[src/rtl/exc_entry_pkg.sv]
package exc_entry_pkg;

    typedef enum logic [1:0] {
        ST_IDLE   = 2'd0,
        ST_FETCH  = 2'd1,
        ST_COMMIT = 2'd2
    } seq_state_e;

    typedef enum logic [1:0] {
        CAUSE_NONE  = 2'd0,
        CAUSE_BREAK = 2'd1,
        CAUSE_MMU   = 2'd2,
        CAUSE_IRQ   = 2'd3
    } exc_cause_e;

endpackage

[src/rtl/exc_cause_arb.sv]
// Picks one entry cause per cycle: MMU fault, then break, then a gated interrupt.
module exc_cause_arb
    import exc_entry_pkg::*;
#(
    parameter int XLEN     = 32,
    parameter int VEC_W    = 8,
    parameter int IRQ_MIN  = 'h30,
    parameter int BRK_STEP = 2
) (
    input  logic             brk_req,
    input  logic [VEC_W-1:0] brk_vec,
    input  logic             mmu_req,
    input  logic [VEC_W-1:0] mmu_vec,
    input  logic [XLEN-1:0]  mmu_pc,
    input  logic             irq_req,
    input  logic [VEC_W-1:0] irq_vec,
    input  logic             irq_en,
    input  logic [XLEN-1:0]  cur_pc,
    output logic             take,
    output exc_cause_e       cause,
    output logic [VEC_W-1:0] vec,
    output logic [XLEN-1:0]  ret_pc
);

    localparam logic [VEC_W-1:0] IrqFloor = VEC_W'(IRQ_MIN);
    localparam logic [XLEN-1:0]  BrkOfs   = XLEN'(BRK_STEP);

    logic irq_ok;

    // vector must lie in the interrupt range and the core must accept interrupts
    assign irq_ok = irq_req && (irq_vec >= IrqFloor) && irq_en;

    always_comb begin
        take   = 1'b0;
        cause  = CAUSE_NONE;
        vec    = '0;
        ret_pc = cur_pc;
        if (mmu_req) begin
            // faulting instruction is restarted on return
            take   = 1'b1;
            cause  = CAUSE_MMU;
            vec    = mmu_vec;
            ret_pc = mmu_pc;
        end else if (brk_req) begin
            // return past the break instruction
            take   = 1'b1;
            cause  = CAUSE_BREAK;
            vec    = brk_vec;
            ret_pc = cur_pc + BrkOfs;
        end else if (irq_ok) begin
            // interrupt taken between instructions
            take   = 1'b1;
            cause  = CAUSE_IRQ;
            vec    = irq_vec;
            ret_pc = cur_pc;
        end
    end

endmodule

[src/rtl/exc_ccs_push.sv]
// Status push: top KEEP_W bits stay, the next field moves up by PUSH_W bits.
module exc_ccs_push #(
    parameter int XLEN   = 32,
    parameter int KEEP_W = 2,
    parameter int PUSH_W = 10
) (
    input  logic [XLEN-1:0] ccs_in,
    output logic [XLEN-1:0] ccs_out
);

    localparam logic [XLEN-1:0] KeepMask = ~({XLEN{1'b1}} >> KEEP_W);

    generate
        if (PUSH_W == 0) begin : g_flat
            assign ccs_out = ccs_in;
        end else begin : g_push
            logic [XLEN-1:0] lifted;
            // drop the bits that fall into the kept field, land the rest PUSH_W higher
            assign lifted  = (ccs_in << (KEEP_W + PUSH_W)) >> KEEP_W;
            assign ccs_out = (ccs_in & KeepMask) | lifted;
        end
    endgenerate

endmodule

[src/rtl/exc_vec_addr.sv]
// Vector table slot address: base plus vector scaled to a word.
module exc_vec_addr #(
    parameter int XLEN  = 32,
    parameter int VEC_W = 8
) (
    input  logic [XLEN-1:0]  base,
    input  logic [VEC_W-1:0] vec,
    output logic [XLEN-1:0]  addr
);

    localparam int PadW = XLEN - VEC_W - 2;

    logic [XLEN-1:0] offset;

    assign offset = {{PadW{1'b0}}, vec, 2'b00};
    assign addr   = base + offset;

endmodule

[src/rtl/exc_entry_seq.sv]
// Exception entry sequencer: cause select, table fetch, single-cycle commit.
module exc_entry_seq
    import exc_entry_pkg::*;
#(
    parameter int XLEN     = 32,
    parameter int VEC_W    = 8,
    parameter int IRQ_MIN  = 'h30,
    parameter int IE_BIT   = 8,
    parameter int BRK_STEP = 2,
    parameter int KEEP_W   = 2,
    parameter int PUSH_W   = 10
) (
    input  logic             clk,
    input  logic             rst_n,
    input  logic [XLEN-1:0]  cur_pc_i,
    input  logic [XLEN-1:0]  ccs_i,
    input  logic [XLEN-1:0]  ebp_i,
    input  logic             brk_req_i,
    input  logic [VEC_W-1:0] brk_vec_i,
    input  logic             mmu_req_i,
    input  logic [VEC_W-1:0] mmu_vec_i,
    input  logic [XLEN-1:0]  mmu_pc_i,
    input  logic             irq_req_i,
    input  logic [VEC_W-1:0] irq_vec_i,
    output logic             accept_o,
    output logic             busy_o,
    output logic             rd_req_o,
    output logic [XLEN-1:0]  rd_addr_o,
    input  logic             rd_valid_i,
    input  logic [XLEN-1:0]  rd_data_i,
    output logic             commit_o,
    output logic [1:0]       cause_o,
    output logic [VEC_W-1:0] vec_o,
    output logic [XLEN-1:0]  new_pc_o,
    output logic [XLEN-1:0]  new_erp_o,
    output logic [XLEN-1:0]  new_ccs_o
);

    typedef struct packed {
        seq_state_e       st;
        exc_cause_e       cause;
        logic [VEC_W-1:0] vec;
        logic [XLEN-1:0]  addr;
        logic [XLEN-1:0]  erp;
        logic [XLEN-1:0]  ccs;
        logic [XLEN-1:0]  handler;
    } seq_regs_t;

    seq_regs_t seq_d, seq_q;

    logic             arb_take;
    exc_cause_e       arb_cause;
    logic [VEC_W-1:0] arb_vec;
    logic [XLEN-1:0]  arb_ret;
    logic [XLEN-1:0]  slot_addr;
    logic [XLEN-1:0]  pushed_ccs;
    logic             idle;

    exc_cause_arb #(
        .XLEN    (XLEN),
        .VEC_W   (VEC_W),
        .IRQ_MIN (IRQ_MIN),
        .BRK_STEP(BRK_STEP)
    ) u_arb (
        .brk_req(brk_req_i),
        .brk_vec(brk_vec_i),
        .mmu_req(mmu_req_i),
        .mmu_vec(mmu_vec_i),
        .mmu_pc (mmu_pc_i),
        .irq_req(irq_req_i),
        .irq_vec(irq_vec_i),
        .irq_en (ccs_i[IE_BIT]),
        .cur_pc (cur_pc_i),
        .take   (arb_take),
        .cause  (arb_cause),
        .vec    (arb_vec),
        .ret_pc (arb_ret)
    );

    exc_vec_addr #(
        .XLEN (XLEN),
        .VEC_W(VEC_W)
    ) u_addr (
        .base(ebp_i),
        .vec (arb_vec),
        .addr(slot_addr)
    );

    exc_ccs_push #(
        .XLEN  (XLEN),
        .KEEP_W(KEEP_W),
        .PUSH_W(PUSH_W)
    ) u_push (
        .ccs_in (seq_q.ccs),
        .ccs_out(pushed_ccs)
    );

    assign idle = (seq_q.st == ST_IDLE);

    // next-state computation
    always_comb begin
        seq_d = seq_q;
        unique case (seq_q.st)
            ST_IDLE: begin
                if (arb_take) begin
                    seq_d.st    = ST_FETCH;
                    seq_d.cause = arb_cause;
                    seq_d.vec   = arb_vec;
                    seq_d.addr  = slot_addr;
                    seq_d.erp   = arb_ret;
                    seq_d.ccs   = ccs_i;
                end
            end
            ST_FETCH: begin
                if (rd_valid_i) begin
                    seq_d.handler = rd_data_i;
                    seq_d.st      = ST_COMMIT;
                end
            end
            ST_COMMIT: begin
                seq_d.st = ST_IDLE;
            end
            default: begin
                seq_d.st = ST_IDLE;
            end
        endcase
    end

    always_ff @(posedge clk or negedge rst_n) begin
        if (!rst_n) begin
            seq_q <= '0;
        end else begin
            seq_q <= seq_d;
        end
    end

    assign accept_o  = idle && arb_take;
    assign busy_o    = !idle;
    assign rd_req_o  = (seq_q.st == ST_FETCH);
    assign rd_addr_o = seq_q.addr;
    assign commit_o  = (seq_q.st == ST_COMMIT);
    assign cause_o   = seq_q.cause;
    assign vec_o     = seq_q.vec;
    assign new_pc_o  = seq_q.handler;
    assign new_erp_o = seq_q.erp;
    assign new_ccs_o = pushed_ccs;

endmodule

[config.mk]
export PLATFORM = sky130hd
export DESIGN_NAME = exc_entry_seq
export DESIGN_NICKNAME = d
export VERILOG_FILES = /design/src/rtl/exc_entry_pkg.sv /design/src/rtl/exc_cause_arb.sv /design/src/rtl/exc_ccs_push.sv /design/src/rtl/exc_vec_addr.sv /design/src/rtl/exc_entry_seq.sv
export SDC_FILE = /design/constraint.sdc
export NUM_CORES = 1
export LEC_CHECK = 0
export ABC_AREA = 1
export BUFFER_PORTS_ARGS = -buffer_cell sky130_fd_sc_hd__buf_2
export CELL_PAD_IN_SITES_DETAIL_PLACEMENT = 0
export CELL_PAD_IN_SITES_GLOBAL_PLACEMENT = 1
export CORE_ASPECT_RATIO = 0.75
export CORE_MARGIN = 10
export CORE_UTILIZATION = 32
export CTS_BUF_LIST = sky130_fd_sc_hd__clkbuf_4 sky130_fd_sc_hd__clkbuf_8
export DETAILED_ROUTE_END_ITERATION = 8
export HOLD_SLACK_MARGIN = 0.1
export PLACE_DENSITY_LB_ADDON = 0.1
export SYNTH_ARGS = -nofsm -noshare
export SYNTH_HDL_FRONTEND = slang
export SYNTH_SLANG_ARGS = --single-unit
[constraint.sdc]
create_clock -name clk -period 1.4 [get_ports clk]
set_clock_uncertainty 0.2 [all_clocks]
set_input_delay 0.07 -clock clk [delete_from_list [all_inputs] [get_ports clk]]
set_output_delay 0.07 -clock clk [all_outputs]
set_load 0.03 [all_outputs]
==> impl_metrics.tcl <==
set metrics [dict create \
    status "finished, violations left" \
    violations "hold timing, setup timing" \
    path_clk_slew_ns 0.08 \
    synthTopCellsByCount "462 x nand2_1, 143 x buf_4, 130 x dfrtp_1" \
    synth_seq_cells 130 \
    initial_utilization_pct 32.61 \
    r2r_slack_ns -0.28 \
    ios 332 \
    post_dp_cell_area_um2 10750 \
    yosysSeqAreaShare_pct 38.22 \
    reg2reg_from "seq_q[138]" \
    core_um2 26100 \
    finalCritPeriodShare_pct 127.5 \
    grt_use_total_pct 20.48 \
    cts_root_buf "clkbuf_8" \
    path_delay_family "simple AND/OR/NAND/NOR gates" \
    netlist.area_leader.share_pct 38.22 \
    drive_gt1_share_pct 46.26 \
    synthTopCellsByArea "dfrtp_1 38%, nand2_1 20%, buf_4 13%" \
    final_nets 1966 \
    drt_wl_total_mm 38.33 \
    drc 0 \
    yosysMostFrequentCell "nand2_1" \
    worstSkewPairLatency_ns 0.46 \
    io_buffer_count 311 \
    drv_slew 0 \
    finalSetupViolCount 118 \
    crit_end "rd_addr_o[30]" \
    gp_congestion 0.8520 \
    cts_made_buffers 17 \
    async_reset_ff_share_pct 100.0 \
    grt_antenna_before_repair 0 \
    p_leak_nw 7.822 \
    die_w_um 208.3 \
    hold_viol 6 \
    fp.dieH_um 161.2 \
    worst_path_largest_cell_delay_ns 0.28 \
    register_area_um2 3254 \
    cp.depth 20 \
    clock-sinks 130 \
    rsz0062_at_grt "yes" \
    max_freq_mhz 560.1 \
    crit_path_top_delay_cell "a31oi_4" \
    final_area_um2 15110 \
    required_ns 1.56 \
    htree_levels 4 \
    area_delta_synth_final_pct 77.58 \
    holdWs_ns -0.3671 \
    critPathKind "in -> reg" \
    drt_iter0_markers 593 \
    multi_input_area_um2 4858 \
    reg2regPathDepth 6 \
    rows 51 \
    diodes 0 \
    drtPass1Iterations 5 \
    worstPathArrival_ns 1.95 \
    grt-ovfl-total 0 \
    power_density_nw_per_um2 1778 \
    grt_pass1_wl_mm 55.01 \
    peakVddDrop_mv 1.468 \
    wl_per_cell_um 18.06 \
    tightest_slew_ns 0.6346 \
    cts_buffer_depth 2 \
    r2r-end "cause_o[1]" \
    syn-cell-area_um2 8511 \
    dp_hpwl_mm 25.77 \
    grt_max_degree 43 \
    vias_per_cell 4.542 \
    crit_chain "buf_6 > inv_4 > a31oi_4 > buf_6 > nand3_1 > nand2_1 > o21ai_2 > inv_2 > ha_4 > nand2_1 > nand2_1 > inv_2 > nor2_4 > buf_4 > o21ai_2 > nand2_2 > nand3b_1 > nand2_1 > nand2_1 > nand2_1" \
    hold_path_class "in -> reg" \
    synth.distinct_cells 36 \
    crit_buf_inv 6 \
    yosys_warnings 0 \
    grt_pass1_vias 9660 \
    nFillCells 2428 \
    crit_fanout 6 \
    relSlewSlack_pct 57.56 \
    cts_tree "done" \
    critPathCaptureType "flip-flop" \
    synthCells 1211 \
    startpoint "irq_vec_i[6]" \
    drv_cap 0 \
    synth_edf_count 0 \
    setup_ws_ns -0.3855 \
    crit_path_start_kind "primary input" \
    synth_top_area_cell "dfrtp_1" \
    fp.dieArea_um2 33590 \
    vias 9643 \
    cp_common_cell "nand2_1" \
    synthFlopType "dfrtp_1" \
    ant_nets 0 \
    finalCriticalPeriod_ns 1.785 \
    avgSynthCellArea_um2 7.028 \
]
## what timing repair did
action,4_1_cts,5_1_grt
hold buffers,176,15
endpoints found under the setup margin,128,136
endpoints found under the hold margin,258,31
gates resized for setup,119,302
pin swaps,44,69
buffers inserted,29,14
gates cloned,3,21
## tightest hold or removal path, cell delays in order
cell and delay (ns):
buf_8 0.08, nand2_1 0.06, nand2_1 0.05
## worst min-delay path by stage
stage,from,end,slack [ns],depth (start not counted)
after global placement,rst_n,rd_addr_o[0],-0.25,1
after CTS,ccs_i[8],seq_q[40],-0.39,3
final,ccs_i[8],seq_q[40],-0.37,3
after global routing,ccs_i[8],seq_q[40],-0.38,3
after floorplan,rst_n,cause_o[0],-0.43,0
after detailed placement,rst_n,rd_addr_o[0],-0.25,1
## registers in the layout, indices dropped and copies added, names as in the netlist
| register | flops |
|---|---|
| vec_o | 8 |
| seq_q | 24 |
| new_erp_o | 32 |
| cause_o | 2 |
| new_pc_o | 32 |
| rd_addr_o | 32 |
## report_power, final
part | switching, mW | leakage (nW) | internal (mW) | total (mW)
logic | 9.91 | 6.04 | 6.73 | 16.6
registers | 1.18 | 1.58 | 5.60 | 6.78
clock network | 1.82 | 0.198 | 1.63 | 3.45
total | 12.9 | 7.82 | 13.9 | 26.9
## logic make-up after synthesis
group	synth area share (%)
buf+inv	18.49
fa+ha+maj	1.558
flops	38.22
compound gates	6.351
other cells	0.04406
xor+xnor	1.647
simple gates	33.68
## metal layers
layer	track usage, %	routed length, um	up-vias
met4	4.699	466	0
met5	0	0	-
met1	27.73	17830	4556
met2	33.07	17910	277
met3	3.874	2124	29
li1	-	-	4781
## per-stage QoR
step / std cells / power, mW / setup TNS, ns / worst slack, ns / utilization (%)
global route: 2123 / 28.36 / -34.67 / -0.5101 / 57.91
global placement: 1854 / 18.28 / -46.09 / -1.041 / 41.20
detailed placement: 1854 / 18.33 / -46.36 / -1.037 / 41.20
finish: 2123 / 26.87 / -25.19 / -0.3855 / 57.91
CTS: 2090 / 23.23 / -25.30 / -0.3634 / 52.04
floorplan: 1220 / 16.42 / -15.50 / -0.7167 / -
## cell usage in the layout (no fill, tap or decap), drive strengths merged, types with 10 or more instances in the layout
cell type,n
nand3,76
nand4,22
dfrtp,130
nand2,466
o21ai,41
dlygate4sd3,175
nor3,15
conb,10
a21oi,37
inv,93
buf,507
nor2,105
clkbuf,37
## area by class of cell
cell class	instances	area share, %
tap	344	2.848
timing repair buffer	702	38.46
clock inverter	14	1.027
sequential	130	21.53
multi-input combinational	826	32.15
inverter	89	2.393
clock buffer	18	1.598
Power figures use the tool's default switching activity.
